File: config.mk
export PLATFORM = sky130hd
export DESIGN_NAME = bcd_score_acc
export DESIGN_NICKNAME = d
export VERILOG_FILES = /design/src/rtl/bcd_score_pkg.sv /design/src/rtl/bcd_digit_add.sv /design/src/rtl/bcd_score_acc.sv
export SDC_FILE = /design/constraint.sdc
export NUM_CORES = 1
export LEC_CHECK = 0
export BUFFER_PORTS_ARGS = -buffer_cell sky130_fd_sc_hd__clkbuf_2
export CORE_MARGIN = 2
export CORE_UTILIZATION = 56
export DETAILED_ROUTE_END_ITERATION = 8
export PLACE_DENSITY_LB_ADDON = 0.12
export SETUP_SLACK_MARGIN = 0.1
export SYNTH_ARGS = -nofsm -noshare
export SYNTH_HDL_FRONTEND = slang
export SYNTH_SLANG_ARGS = --single-unit
File: constraint.sdc
create_clock -name clk -period 8.75 [get_ports clk]
set_clock_uncertainty 0.1 [all_clocks]
set_input_delay 0.4375 -clock clk [delete_from_list [all_inputs] [get_ports clk]]
set_output_delay 0.4375 -clock clk [all_outputs]
set_load 0.02 [all_outputs]
File: src/rtl/bcd_score_pkg.sv
package bcd_score_pkg;

    localparam int DIGIT_W   = 4;
    localparam int FULL_DIGS = 2;
    localparam int HUND_W    = 2;
    localparam int PIN_W     = 4;
    localparam int DISP_W    = 4;

    typedef struct packed {
        logic [HUND_W-1:0]                  hund;
        logic [FULL_DIGS-1:0][DIGIT_W-1:0]  low;
    } score_t;

endpackage

File: src/rtl/bcd_digit_add.sv
module bcd_digit_add #(
    parameter int DIGIT_W = 4,
    parameter int ADD_W   = 4
) (
    input  logic [DIGIT_W-1:0] digit_in,
    input  logic [ADD_W-1:0]   addend,
    output logic [DIGIT_W-1:0] digit_out,
    output logic               carry_out
);

    localparam int SUM_W = ((DIGIT_W > ADD_W) ? DIGIT_W : ADD_W) + 1;

    logic [SUM_W-1:0] raw_sum;
    logic             over_nine;

    always_comb begin
        raw_sum   = SUM_W'(digit_in) + SUM_W'(addend);
        over_nine = (raw_sum > SUM_W'(9));
        if (over_nine) begin
            digit_out = raw_sum[DIGIT_W-1:0] + DIGIT_W'(6);
        end else begin
            digit_out = raw_sum[DIGIT_W-1:0];
        end
        carry_out = over_nine;
    end


    always_comb begin
        if ((digit_in <= DIGIT_W'(9)) && (addend <= ADD_W'(10))) begin
            digit_range_chk: assert (digit_out <= DIGIT_W'(9));
        end
    end

endmodule

File: src/rtl/bcd_score_acc.sv
module bcd_score_acc
    import bcd_score_pkg::*;
(
    input  logic              clk,
    input  logic              rst_n,
    input  logic              add_en,
    input  logic [PIN_W-1:0]  pins,
    output logic [DISP_W-1:0] digit_hund,
    output logic [DISP_W-1:0] digit_tens,
    output logic [DISP_W-1:0] digit_units
);

    score_t acc_d, acc_q;

    logic [FULL_DIGS-1:0][DIGIT_W-1:0] dsum;
    logic [FULL_DIGS-1:0]              dcarry;

    for (genvar gi = 0; gi < FULL_DIGS; gi++) begin : g_digit
        logic [PIN_W-1:0] addend;
        if (gi == 0) begin : g_first
            assign addend = pins;
        end else begin : g_rest
            assign addend = PIN_W'(dcarry[gi-1]);
        end
        bcd_digit_add #(
            .DIGIT_W (DIGIT_W),
            .ADD_W   (PIN_W)
        ) u_digit (
            .digit_in  (acc_q.low[gi]),
            .addend    (addend),
            .digit_out (dsum[gi]),
            .carry_out (dcarry[gi])
        );
    end

    always_comb begin
        acc_d = acc_q;
        if (add_en) begin
            acc_d.low  = dsum;
            acc_d.hund = acc_q.hund + HUND_W'(dcarry[FULL_DIGS-1]);
        end
    end

    always_ff @(posedge clk) begin
        if (!rst_n) begin
            acc_q <= '0;
        end else begin
            acc_q <= acc_d;
        end
    end

    assign digit_units = acc_q.low[0];
    assign digit_tens  = acc_q.low[1];
    assign digit_hund  = DISP_W'(acc_q.hund);


    reset_clear_chk: assert property (@(posedge clk)
        !rst_n |=> (acc_q == '0));


    hold_idle_chk: assert property (@(posedge clk) disable iff (!rst_n)
        !add_en |=> $stable(acc_q));


    add_moves_chk: assert property (@(posedge clk) disable iff (!rst_n)
        (add_en && (pins != '0)) |=> (acc_q != $past(acc_q)));


    units_carry_chk: assert property (@(posedge clk) disable iff (!rst_n)
        (add_en && ((5'(acc_q.low[0]) + 5'(pins)) > 5'd9) && (acc_q.low[1] != 4'd9))
        |=> (acc_q.low[1] == $past(acc_q.low[1]) + 4'd1));


    tens_ripple_chk: assert property (@(posedge clk) disable iff (!rst_n)
        (add_en && dcarry[0] && (acc_q.low[1] == 4'd9))
        |=> ((acc_q.low[1] == 4'd0) && (acc_q.hund == $past(acc_q.hund) + 2'd1)));


    digits_bcd_chk: assert property (@(posedge clk) disable iff (!rst_n)
        (acc_q.low[0] <= 4'd9) && (acc_q.low[1] <= 4'd9));

endmodule

== Word-level counts from Yosys, hierarchy flattened ==
Index checks and enable logic that the tools add are counted.

* Logic and storage cells: 12
* Input bits: 7
* Output and inout port bits: 12
* Flip-flop bits (word level): 10

* Add/sub/neg operators: 5
* Order comparisons: 2
* Muxes and demuxes: 2

{| class="wikitable"
|+ Operator list
! kind !! count
|-
| 5-bit by 4-bit greater-than comparator with 1-bit output, second input constant || 2
|-
| 4-bit by 3-bit adder with 4-bit output, second input constant || 2
|-
| 4-bit 2-to-1 mux || 2
|-
| 4-bit by 1-bit adder with 5-bit output || 1
|-
| 4-bit by 4-bit adder with 5-bit output || 1
|-
| 2-bit by 1-bit adder with 2-bit output || 1
|}

== Depth between registers and ports, before layout ==
Gate-level depths: netlist (run 1).

* Word-level depth: 5
* Mapped depth: 18
* Gate-level depth less buffers: 18

== By module ==
From an unflattened synthesis (run 1), not the netlist that was laid out.

* Cell total of the unflattened synthesis: 90
* Area total of the unflattened synthesis: 873.3 um2

{| class="wikitable"
|+ Modules (own cells, without submodules)
! module !! sequential area each (um2) !! cells an instance !! area each (um2) !! times used
|-
| bcd_digit_add || 0.0 || 26 || 226.5 || 2
|-
| bcd_score_acc || 200.2 || 38 || 420.4 || 1
|}

== Worst setup path before layout (run 1) ==
Ideal clock, no wire load.

* Path kind: reg2reg
* From: register acc_q (netlist bit digit_units[0])
* To: register acc_q (netlist bit digit_hund[1])
* Clock period less this slack: 4,151 ps
* Stages on the path, launching flop included: 19
* Arrival time: 3,979 ps
* Path buffers: 0
* Library setup time: 72 ps
* Required time: 8,578 ps
* Slack: 4,599 ps
* Cell sequence: dfxtp_1 ha_1 inv_1 fa_1 xor2_1 ha_1 a21boi_0 nor4bb_1 nor2_1 o21ai_0 ha_1 ha_1 xor2_1 inv_1 ha_1 a21boi_0 a311o_1 a211oi_2 mux2i_1

* Word-level cells in the longest chain between the ends: 5

{| class="wikitable"
|+ Ends and longest elaborated chain
! item !! RTL line !! text
|-
| start: declaration || bcd_score_acc.sv:13 || <nowiki>score_t acc_d, acc_q;</nowiki>
|-
| start signal: assignment || bcd_score_acc.sv:46 || <nowiki>acc_q <= '0;</nowiki>
|-
| start signal: assignment || bcd_score_acc.sv:48 || <nowiki>acc_q <= acc_d;</nowiki>
|-
| 4-bit by 4-bit adder with 5-bit output || bcd_digit_add.sv:17 || <nowiki>raw_sum = SUM_W'(digit_in) + SUM_W'(addend);</nowiki>
|-
| 5-bit by 4-bit greater-than comparator with 1-bit output || bcd_digit_add.sv:18 || <nowiki>over_nine = (raw_sum > SUM_W'(9));</nowiki>
|-
| 4-bit by 1-bit adder with 5-bit output || bcd_digit_add.sv:17 ||
|-
| 5-bit by 4-bit greater-than comparator with 1-bit output || bcd_digit_add.sv:18 ||
|-
| 2-bit by 1-bit adder with 2-bit output || bcd_score_acc.sv:40 || <nowiki>acc_d.hund = acc_q.hund + HUND_W'(dcarry[FULL_DIGS-1]);</nowiki>
|}

Every way passes these cells.
A chain may end at the register's enable or synchronous reset.

== Worst setup path in the final report (run 1) ==
Same ends and word-level chain as after synthesis.

==> results of run 1 <==
-- worst register-to-register path: stages, from the launching register on --
cell and delay, ns:
dfxtp_1 0.35, ha_1 0.19, inv_1 0.06, fa_1 0.41, xor2_1 0.32, ha_1 0.19
a21boi_0 0.11, nor4bb_1 0.37, nor2_1 0.13, o21ai_0 0.18, ha_1 0.19, ha_1 0.26
xor2_1 0.17, inv_1 0.09, ha_1 0.23, a21boi_0 0.13, a311o_1 0.43, a211oi_2 0.23
mux2i_1 0.20
-- power breakdown --
part	internal, mW	total (mW)	switching, mW
registers	0.0504	0.0547	0.00425
clock network	0.0254	0.0434	0.0180
logic	0.0358	0.0870	0.0511
-- flip-flops by register name, summed over array words and instances (netlist names) --
signal	count
digit_hund	2
digit_units	4
digit_tens	4
-- cells in the final DEF, fill, tap and decap left out, types with 3 or more instances in the layout --
cell | netlist | layout
nand3_1 | 6 | 6
nand2b_1 | 3 | 3
and3_1 | 4 | 4
inv_1 | 7 | 7
nand2_1 | 6 | 6
o21ai_0 | 5 | 5
a21oi_1 | 7 | 7
nor2_1 | 9 | 9
clkbuf_2 | 0 | 16
clkbuf_4 | 0 | 3
nor3_1 | 3 | 3
dfxtp_1 | 10 | 10
ha_1 | 10 | 10
xor2_1 | 3 | 3
mux2i_1 | 5 | 5
-- worst max path at each step --
stage | startpoint | end | slack, ns | cells after the start
after floorplan | digit_units[0] | digit_hund[1] | 4.60 | 18
after global placement | pins[0] | digit_hund[1] | 4.29 | 19
after detailed placement | pins[0] | digit_hund[1] | 4.20 | 19
after CTS | digit_units[0] | digit_hund[1] | 4.35 | 18
after global routing | digit_units[0] | digit_hund[1] | 3.90 | 18
final | digit_units[0] | digit_hund[1] | 4.36 | 18
-- cell type report --
type / count / area [µm²] / area share
clock buffer: 4 / 36.3 / 0.0370
inverter: 7 / 26.3 / 0.0268
multi-input combinational: 87 / 617 / 0.630
sequential: 10 / 200 / 0.204
tap: 16 / 20.0 / 0.0204
timing repair buffer: 16 / 80.1 / 0.0817
-- through the flow --
stage / cells / worst slack, ns
floorplan: 109 / 4.60
global placement: 136 / 4.29
detailed placement: 136 / 4.20
CTS: 140 / 4.35
global route: 140 / 3.90
finish: 140 / 4.36
-- logic make-up (layout without fill, tap and decap cells) --
| group | Yosys count | in the layout | synth area share |
|---|---|---|---|
| compound gates | 28 | 28 | 0.220 |
| simple gates | 37 | 37 | 0.216 |
| mux | 5 | 5 | 0.0576 |
| other cells | 1 | 2 | 0.00431 |
| buf+inv | 12 | 27 | 0.0648 |
| flops | 10 | 10 | 0.230 |
| fa+ha+maj | 11 | 11 | 0.167 |
| xor+xnor | 4 | 4 | 0.0403 |
-- per-layer routing --
layer / wire (µm) / share of wire
met1: 824 / 0.47
met2: 805 / 0.46
met3: 97 / 0.056
met4: 15 / 0.0086
met5: 0 / 0
==> run_results.csv, run 1 <==
group,metric,value,unit
status,outcome,"finished clean",
setup_path,cp_slowest_stage_delay,0.43,ns
timing,hold_ws,0.376,ns
route,drt_wl_total,1740,µm
route,drtPass1Iterations,4,
placed_design,io_buffers,16,
logic_synthesis,yosysTopAreaCellShare,0.230,
cts,postCtsHoldBufs,0,
grt,grt_start_max_net_pins,17,
logic_synthesis,synth_seq_cells,10,
setup_path,crit_slowest_cell,"a311o_1",
setup_path,crit_chain,"ha_1 -> inv_1 -> fa_1 -> xor2_1 -> ha_1 -> a21boi_0 -> nor4bb_1 -> nor2_1 -> o21ai_0 -> ha_1 -> ha_1 -> xor2_1 -> inv_1 -> ha_1 -> a21boi_0 -> a311o_1 -> a211oi_2 -> mux2i_1",
pwr,totalPowerFinal,0.185,mW
setup_path,path_class,"reg -> reg",
grt,grt.total_usage,0.211,
finish,area_growth,12.7,%
finish,drive_above_1_share,0.177,
setup_path,cpMostUsedCell,"ha_1",
route,vias_per_cell,5.79,
cts,cts-root-buf,"clkbuf_4",
setup_path,cp_num_buf_inv,2,
route,post_drt_wl_per_cell,12.4,µm
finish,utilization,0.658,
logic_synthesis,synth_flop_cell,"dfxtp_1",
timing,fin_crit,4.39,ns
logic_synthesis,synthesis.instances,108,
floorplanning,rows,14,
logic_synthesis,seq_area_frac_synth,0.230,
setup_path,worstPathArrival,4.50,ns
grt,antenna_found_initial,0,
logic_synthesis,yosysTopAreaCell,"dfxtp_1",
logic_synthesis,synth.avg_cell_area,8.05,µm²
floorplanning,ios,19,
cts,cts.sinks,10,
grt,grtUsageMet1,0.279,
route,drc,0,
cts,clk_latency,0.28,ns
hold_path,hold_path.class,"reg -> reg",
route,drt_iter0_markers,8,
grt,grt_first_pass_wirelength,2930,µm
logic_synthesis,yosysWarnings,0,
finish,num_antenna_cells,0,
grt,grt_use_met2,0.328,
setup_path,start_kind,"flop",
placed_design,place_area,943,µm²
route,ant_nets,0,
setup_path,required,8.86,ns
cts,cts_inserted_buffers,3,
timing,period_share,0.502,
hold_path,min_from,"digit_hund[1]",
setup_path,crit_path_end_kind,"flop",
timing,max_freq,0.228,GHz
timing,fin_tns_setup,0,ns
cts,cts_max_level,1,
logic_synthesis,syn_area,870,µm²
hold_path,min_path_cells,2,
logic_synthesis,async_flop_share,0,
floorplanning,core_area,0.00149,mm²
grt,grt_overflow,0,
finish,fin_area,980,µm²
hold_path,min_to,"digit_hund[1]",
grt,grt_pass1_vias,695,
floorplanning,die-area,0.00188,mm²
pwr,power_density,189,mW/mm²
setup_path,r2r-end,"digit_hund[1]",
finish,finalNetCount,143,
timing,rsz0062_at_grt,"no",
grt,grt-busiest-layer,"met2",
timing,finalSetupViolCount,0,
cts,cts_resized,0,
timing,final_hold_viol_count,0,
cts,clk_path_buf_depth,2,
floorplanning,die_y,43.4,µm
cts,clk_pin_slew,0.06,ns
placed_design,place_congestion,0.835,
pwr,p_leak,0.462,nW
setup_path,path_max_fanout,6,
placed_design,dp_hpwl,1380,µm
logic_synthesis,ys_types,34,
floorplanning,start_util,0.584,
finish,fill_cells,135,
logic_synthesis,synth_commonest_cells,"dfxtp_1, ha_1, nor2_1, a21oi_1, inv_1",
floorplanning,die_x,43.4,µm
route,num_vias,811,
setup_path,timing.rr.start,"digit_units[0]",
setup_path,cp_top_family,"adder cells",
cts,cts_setup_buffers,0,
logic_synthesis,synth-edff-count,0,
logic_synthesis,synthTopCellsByArea,"dfxtp_1, ha_1, mux2i_1, a21oi_1, nor2_1",
run,cap_viol_max_count,0,
grt,met3_usage,0.0667,
pwr,peakVddDrop,0.0976,mV
cts,tritoncts,"done",
setup_path,worstRegToRegCells,18,
timing,drv_slew,0,
setup_path,rrSetupSlack,4.36,ns
(Power assumes the default switching activity.)
==> inputs of run 2 (changes only) <==
--- a/config.mk
+++ b/config.mk
@@ -5,9 +5,10 @@
 export SDC_FILE = /design/constraint.sdc
 export NUM_CORES = 1
 export LEC_CHECK = 0
+export ABC_AREA = 1
 export BUFFER_PORTS_ARGS = -buffer_cell sky130_fd_sc_hd__clkbuf_2
 export CORE_MARGIN = 2
-export CORE_UTILIZATION = 56
+export CORE_UTILIZATION = 47
 export DETAILED_ROUTE_END_ITERATION = 8
 export PLACE_DENSITY_LB_ADDON = 0.12
 export SETUP_SLACK_MARGIN = 0.1
==> constraint.sdc (replaced) <==
create_clock -name clk -period 3.8 [get_ports clk]
set_clock_uncertainty 0.1 [all_clocks]
set_input_delay 0.19 -clock clk [delete_from_list [all_inputs] [get_ports clk]]
set_output_delay 0.19 -clock clk [all_outputs]
set_load 0.02 [all_outputs]
==> run 2 against run 1 <==
Sequential share of layout area rose by 0.29 points. Fmax rose by 29%. Sequential power rose by 140%. Combinational power rose to 3.0 times the previous value. Register-to-register slack got worse by 4.0 ns. First-iteration DRC count fell by 63%. Critical path depth rose by 2.
==> run_results.csv, run 2 <==
group,metric,value,unit
cts,tritoncts,"done",
route,vias_per_cell,4.97,
grt,grt_overflow,0,
route,post_drt_wl_per_cell,10.5,µm
logic_synthesis,synth_seq_cells,10,
pwr,p_leak,0.520,nW
cts,clk_latency,0.27,ns
floorplanning,die_x,45.9,µm
setup_path,crit_chain,"ha_2 -> inv_1 -> fa_1 -> ha_1 -> inv_1 -> a21oi_1 -> a21oi_1 -> nand2_1 -> nand2_2 -> ha_1 -> ha_1 -> xnor2_2 -> ha_1 -> nand2_1 -> nand3_4 -> nand2_4 -> nand3_2 -> nand2_1 -> inv_1 -> nor2_1",
route,drtPass1Iterations,4,
setup_path,cp_num_buf_inv,3,
floorplanning,die_y,45.9,µm
grt,grt_first_pass_wirelength,2680,µm
timing,drv_slew,0,
timing,fin_ws,0.405,ns
timing,max_freq,0.295,GHz
cts,cts_setup_buffers,0,
floorplanning,die-area,0.00210,mm²
logic_synthesis,async_flop_share,0,
timing,rsz0062_at_grt,"no",
finish,finalNetCount,158,
pwr,peakVddDrop,0.375,mV
logic_synthesis,syn_area,823,µm²
timing,finalSetupViolCount,0,
setup_path,rrSetupSlack,0.40,ns
setup_path,crit_path_end_kind,"flop",
setup_path,timing.rr.start,"digit_units[0]",
grt,grt.total_usage,0.184,
grt,antenna_found_initial,0,
setup_path,crit_slowest_cell,"fa_1",
finish,drive_above_1_share,0.216,
logic_synthesis,synthTopCellsByArea,"dfxtp_1, ha_1, nand2_1, inv_1, a21oi_1",
logic_synthesis,yosysMostFrequentCell,"nand2_1",
setup_path,cp_slowest_stage_delay,0.60,ns
logic_synthesis,ys_types,25,
logic_synthesis,yosysWarnings,0,
grt,grt_pass1_vias,673,
finish,fill_cells,180,
cts,cts.sinks,10,
status,outcome,"finished clean",
hold_path,min_path_cells,3,
timing,period_share,0.893,
setup_path,r2r-end,"digit_hund[1]",
route,ant_nets,0,
setup_path,worstPathArrival,3.51,ns
placed_design,place_area,917,µm²
setup_path,required,3.91,ns
route,num_vias,775,
floorplanning,ios,19,
logic_synthesis,yosysTopAreaCellShare,0.243,
hold_path,hold_path.class,"in -> reg",
cts,cts_inserted_buffers,3,
cts,clk_pin_slew,0.07,ns
pwr,totalPowerFinal,0.486,mW
placed_design,dp_slack,0.320,ns
route,drc,0,
logic_synthesis,synth.avg_cell_area,6.86,µm²
floorplanning,rows,15,
logic_synthesis,synthesis.instances,120,
logic_synthesis,synth_flop_cell,"dfxtp_1",
finish,num_antenna_cells,0,
floorplanning,start_util,0.487,
finish,final_common_cell,"nand2_1",
hold_path,min_from,"rst_n",
placed_design,io_buffers,16,
logic_synthesis,seq_area_frac_synth,0.243,
setup_path,cp_top_family,"adder cells",
finish,layout_common_cells,"nand2_1, inv_1, clkbuf_2, nor2_1, a21oi_1",
cts,cts-root-buf,"clkbuf_4",
placed_design,dp_hpwl,1340,µm
setup_path,path_max_fanout,5,
setup_path,start_kind,"flop",
timing,fin_crit,3.40,ns
logic_synthesis,yosysTopAreaCell,"dfxtp_1",
finish,area_growth,17.3,%
run,cap_viol_max_count,0,
placed_design,place_congestion,0.794,
finish,utilization,0.572,
pwr,power_density,503,mW/mm²
route,drt_wl_total,1650,µm
hold_path,min_to,"digit_hund[0]",
timing,final_hold_viol_count,0,
setup_path,cpMostUsedCell,"ha_1",
logic_synthesis,synth-edff-count,0,
timing,fin_tns_setup,0,ns
setup_path,worstRegToRegCells,20,
cts,clk_path_buf_depth,2,
logic_synthesis,synth_commonest_cells,"nand2_1, inv_1, nor2_1, a21oi_1",
floorplanning,core_area,0.00169,mm²
grt,grt_start_max_net_pins,15,
cts,cts_max_level,1,
route,drt_iter0_markers,3,
setup_path,path_class,"reg -> reg",
finish,fin_area,966,µm²
==> run 2: worst max path at each step <==
stage / from / endpoint / slack [ns] / cells past startpoint
6_report: digit_units[0] / digit_hund[1] / 0.40 / 20
5_1_grt: digit_units[0] / digit_hund[1] / 0.10 / 23
4_1_cts: digit_units[0] / digit_hund[1] / 0.31 / 24
3_5_place_dp: digit_units[0] / digit_hund[1] / 0.32 / 24
3_3_place_gp: digit_units[0] / digit_hund[1] / 0.43 / 24
2_1_floorplan: digit_units[0] / digit_hund[1] / 0.39 / 24
==> run 2: power by group <==
| group | leakage (nW) | internal, mW | switching (mW) | total, mW |
|---|---|---|---|---|
| clock | 0.0210 | 0.0582 | 0.0383 | 0.0966 |
| combinational | 0.417 | 0.0946 | 0.162 | 0.257 |
| sequential | 0.0822 | 0.120 | 0.0135 | 0.133 |
| total | 0.520 | 0.272 | 0.214 | 0.486 |
==> run 2: per-stage QoR <==
step	hold slack, ns	std cells
3_3_place_gp	0.377	152
4_1_cts	0.112	156
3_5_place_dp	0.386	152
6_report	0.113	156
2_1_floorplan	0.211	121
5_1_grt	0.124	156
==> run 2: worst reg2reg max path, stage by stage (launching register included) <==
cell and delay [ns]:
dfxtp_1 0.35, ha_2 0.19, inv_1 0.05, fa_1 0.60
ha_1 0.21, inv_1 0.06, a21oi_1 0.11, a21oi_1 0.06
nand2_1 0.09, nand2_2 0.10, ha_1 0.22, ha_1 0.23
xnor2_2 0.16, ha_1 0.23, nand2_1 0.11, nand3_4 0.10
nand2_4 0.10, nand3_2 0.07, nand2_1 0.07, inv_1 0.03
nor2_1 0.09
==> run 2: cells by family after synthesis <==
group                    count (synthesis)  synth area share
AO/OA/AOI/OAI                           18             0.119
flip-flops                              10             0.243
AND/OR/NAND/NOR                         55             0.313
buffers and inverters                   23             0.114
other                                    1           0.00455
adder cells (fa/ha/maj)                 11             0.176
XOR/XNOR                                 2            0.0304
==> run 2: repair_timing <==
item | 4_1_cts | 5_1_grt
setup endpoints to repair | 0 | 4
hold buffers | 0 | 0
gates resized for setup | 0 | 3
==> run 2: metal layers <==
metal  GRT usage  up-vias  wire (µm)
met5           0        -          0
met4       0.120        0         42
met1       0.196      339        718
li1            -      418          -
met3      0.0476        4         53
met2       0.314       14        832
==> run 2: area by class of cell <==
type                    instances  area, µm²  area share
clock buffers                   4       36.3      0.0376
inverters                      20       75.1      0.0777
multi-input cells              88        546       0.565
flip-flops and latches         10        200       0.207
well taps                      17       21.3      0.0220
repair buffers                 17       87.6      0.0907
==> inputs of run 3 (changes only) <==
--- a/config.mk
+++ b/config.mk
@@ -8,7 +8,7 @@
 export ABC_AREA = 1
 export BUFFER_PORTS_ARGS = -buffer_cell sky130_fd_sc_hd__clkbuf_2
 export CORE_MARGIN = 2
-export CORE_UTILIZATION = 47
+export CORE_UTILIZATION = 52
 export DETAILED_ROUTE_END_ITERATION = 8
 export PLACE_DENSITY_LB_ADDON = 0.12
 export SETUP_SLACK_MARGIN = 0.1
==> constraint.sdc (replaced) <==
create_clock -name clk -period 3.75 [get_ports clk]
set_clock_uncertainty 0.1 [all_clocks]
set_input_delay 0.1875 -clock clk [delete_from_list [all_inputs] [get_ports clk]]
set_output_delay 0.1875 -clock clk [all_outputs]
set_load 0.02 [all_outputs]
==> run 3 against run 2 <==
Clock-buffer cell count did not move. Combinational power is 7% higher. Critical path depth stayed put. Sequential share of layout area down 0.27 points. Design area rose by 1.9%. First-iteration DRC count rose to 8.0 times the previous value. Wire length up 8.4%. Sequential power barely moved. Utilization up 8.9 points. Critical path type unchanged. Critical endpoint is now digit_tens[1]. Highest routed layer unchanged.
==> run_results.csv, run 3 (synthesis gave the netlist of run 2 again) <==
group,metric,value,unit
status,outcome,"finished clean",
timing,finalSetupViolCount,0,
run,cap_viol_max_count,0,
cts,cts_max_level,1,
setup_path,path_max_fanout,5,
floorplanning,core_area,0.00149,mm²
timing,rsz0062_at_grt,"no",
grt,grt_pass1_vias,733,
hold_path,min_path_cells,3,
route,num_vias,824,
hold_path,min_to,"digit_units[0]",
placed_design,place_congestion,0.748,
floorplanning,rows,14,
floorplanning,die_x,43.8,µm
floorplanning,die-area,0.00192,mm²
route,drc,0,
timing,fin_tns_setup,0,ns
cts,clk_path_buf_depth,2,
timing,max_freq,0.290,GHz
route,ant_nets,0,
setup_path,worstRegToRegCells,20,
finish,area_growth,19.6,%
finish,stdcell_count,155,
cts,cts_inserted_buffers,3,
route,vias_per_cell,5.32,
setup_path,worstPathArrival,3.52,ns
floorplanning,start_util,0.553,
finish,fill_cells,145,
setup_path,start_kind,"flop",
pwr,power_density,519,mW/mm²
timing,final_hold_viol_count,0,
finish,final_common_cell,"nand2_1",
setup_path,required,3.82,ns
route,drt_wl_total,1780,µm
floorplanning,ios,19,
finish,finalNetCount,158,
hold_path,hold_path.class,"in -> reg",
pwr,peakVddDrop,0.281,mV
setup_path,r2r-end,"digit_tens[1]",
grt,grt_overflow,0,
finish,num_antenna_cells,0,
setup_path,rrSetupSlack,0.31,ns
grt,grt_first_pass_wirelength,2930,µm
route,post_drt_wl_per_cell,11.5,µm
placed_design,dp_hpwl,1400,µm
hold_path,min_from,"rst_n",
timing,fin_crit,3.44,ns
route,drtPass1Iterations,4,
cts,tritoncts,"done",
setup_path,crit_path_end_kind,"flop",
timing,drv_slew,0,
timing,period_share,0.919,
cts,cts.sinks,10,
finish,drive_above_1_share,0.245,
cts,clk_pin_slew,0.07,ns
pwr,p_leak,0.519,nW
grt,grt_start_max_net_pins,15,
setup_path,timing.rr.start,"digit_units[0]",
setup_path,path_class,"reg -> reg",
floorplanning,die_y,43.8,µm
route,drt_iter0_markers,24,
cts,cts-root-buf,"clkbuf_4",
cts,clk_latency,0.27,ns
placed_design,io_buffers,16,
finish,layout_common_cells,"nand2_1, inv_1, clkbuf_2, nor2_1, a21oi_1",
grt,antenna_found_initial,0,
grt,grt.total_usage,0.206,
placed_design,dp_cells,150,
## run 3: critical path: stages, from the launching register on
cell     delay, ns
dfxtp_2       0.34
ha_2          0.19
inv_1         0.05
fa_2          0.59
ha_1          0.19
inv_1         0.05
a21oi_1       0.13
a21oi_1       0.06
nand2_1       0.10
nand2_2       0.09
ha_1          0.22
ha_2          0.22
xnor2_4       0.22
ha_2          0.24
nand2_1       0.10
nand3_4       0.11
nand2_4       0.07
nand2_1       0.08
nand3_1       0.08
nand2_1       0.09
inv_1         0.04
## run 3: power breakdown
group | switching, mW | leakage, nW | total [mW] | internal [mW]
clock | 0.0404 | 0.0210 | 0.0994 | 0.0590
sequential | 0.0149 | 0.0825 | 0.136 | 0.121
combinational | 0.171 | 0.415 | 0.276 | 0.105
total | 0.226 | 0.519 | 0.511 | 0.285
## run 3: area by class of cell
type | count | area [µm²] | share of cell area
timing repair buffer | 17 | 87.6 | 0.0889
tap | 16 | 20.0 | 0.0203
inverter | 20 | 75.1 | 0.0762
sequential | 10 | 201 | 0.205
clock buffer | 4 | 36.3 | 0.0368
multi-input combinational | 88 | 564 | 0.573
## run 3: worst max-delay path by stage
stage / slack (ns) / to / startpoint
after detailed placement: 0.13 / digit_hund[1] / digit_units[0]
after floorplan: 0.34 / digit_hund[1] / digit_units[0]
after CTS: 0.18 / digit_tens[1] / digit_units[0]
after global placement: 0.29 / digit_tens[1] / digit_units[0]
after global routing: 0.09 / digit_tens[1] / digit_units[0]
final: 0.31 / digit_tens[1] / digit_units[0]
## run 3: per-stage QoR
stage,util,cell area (µm²),hold slack (ns),total power [mW],setup WS (ns)
finish,0.661,985,0.0974,0.511,0.305
global route,0.661,985,0.115,0.555,0.0883
global placement,0.610,908,0.374,0.386,0.290
floorplan,-,827,0.208,0.336,0.343
CTS,0.639,952,0.0992,0.497,0.185
detailed placement,0.610,908,0.370,0.393,0.128
## run 3: routing by layer
| layer | vias up | wire length [µm] | track usage |
|---|---|---|---|
| met5 | - | 0 | 0 |
| met4 | 0 | 14 | 0.0909 |
| li1 | 420 | - | - |
| met2 | 22 | 964 | 0.385 |
| met1 | 380 | 719 | 0.221 |
| met3 | 2 | 85 | 0.0375 |
## run 3: what timing repair did
item / CTS / global route
gates resized for setup: 1 / 7
setup endpoints to repair: 1 / 4
hold buffers: 0 / 0
pin swaps: 0 / 3
setup buffers: 0 / 1
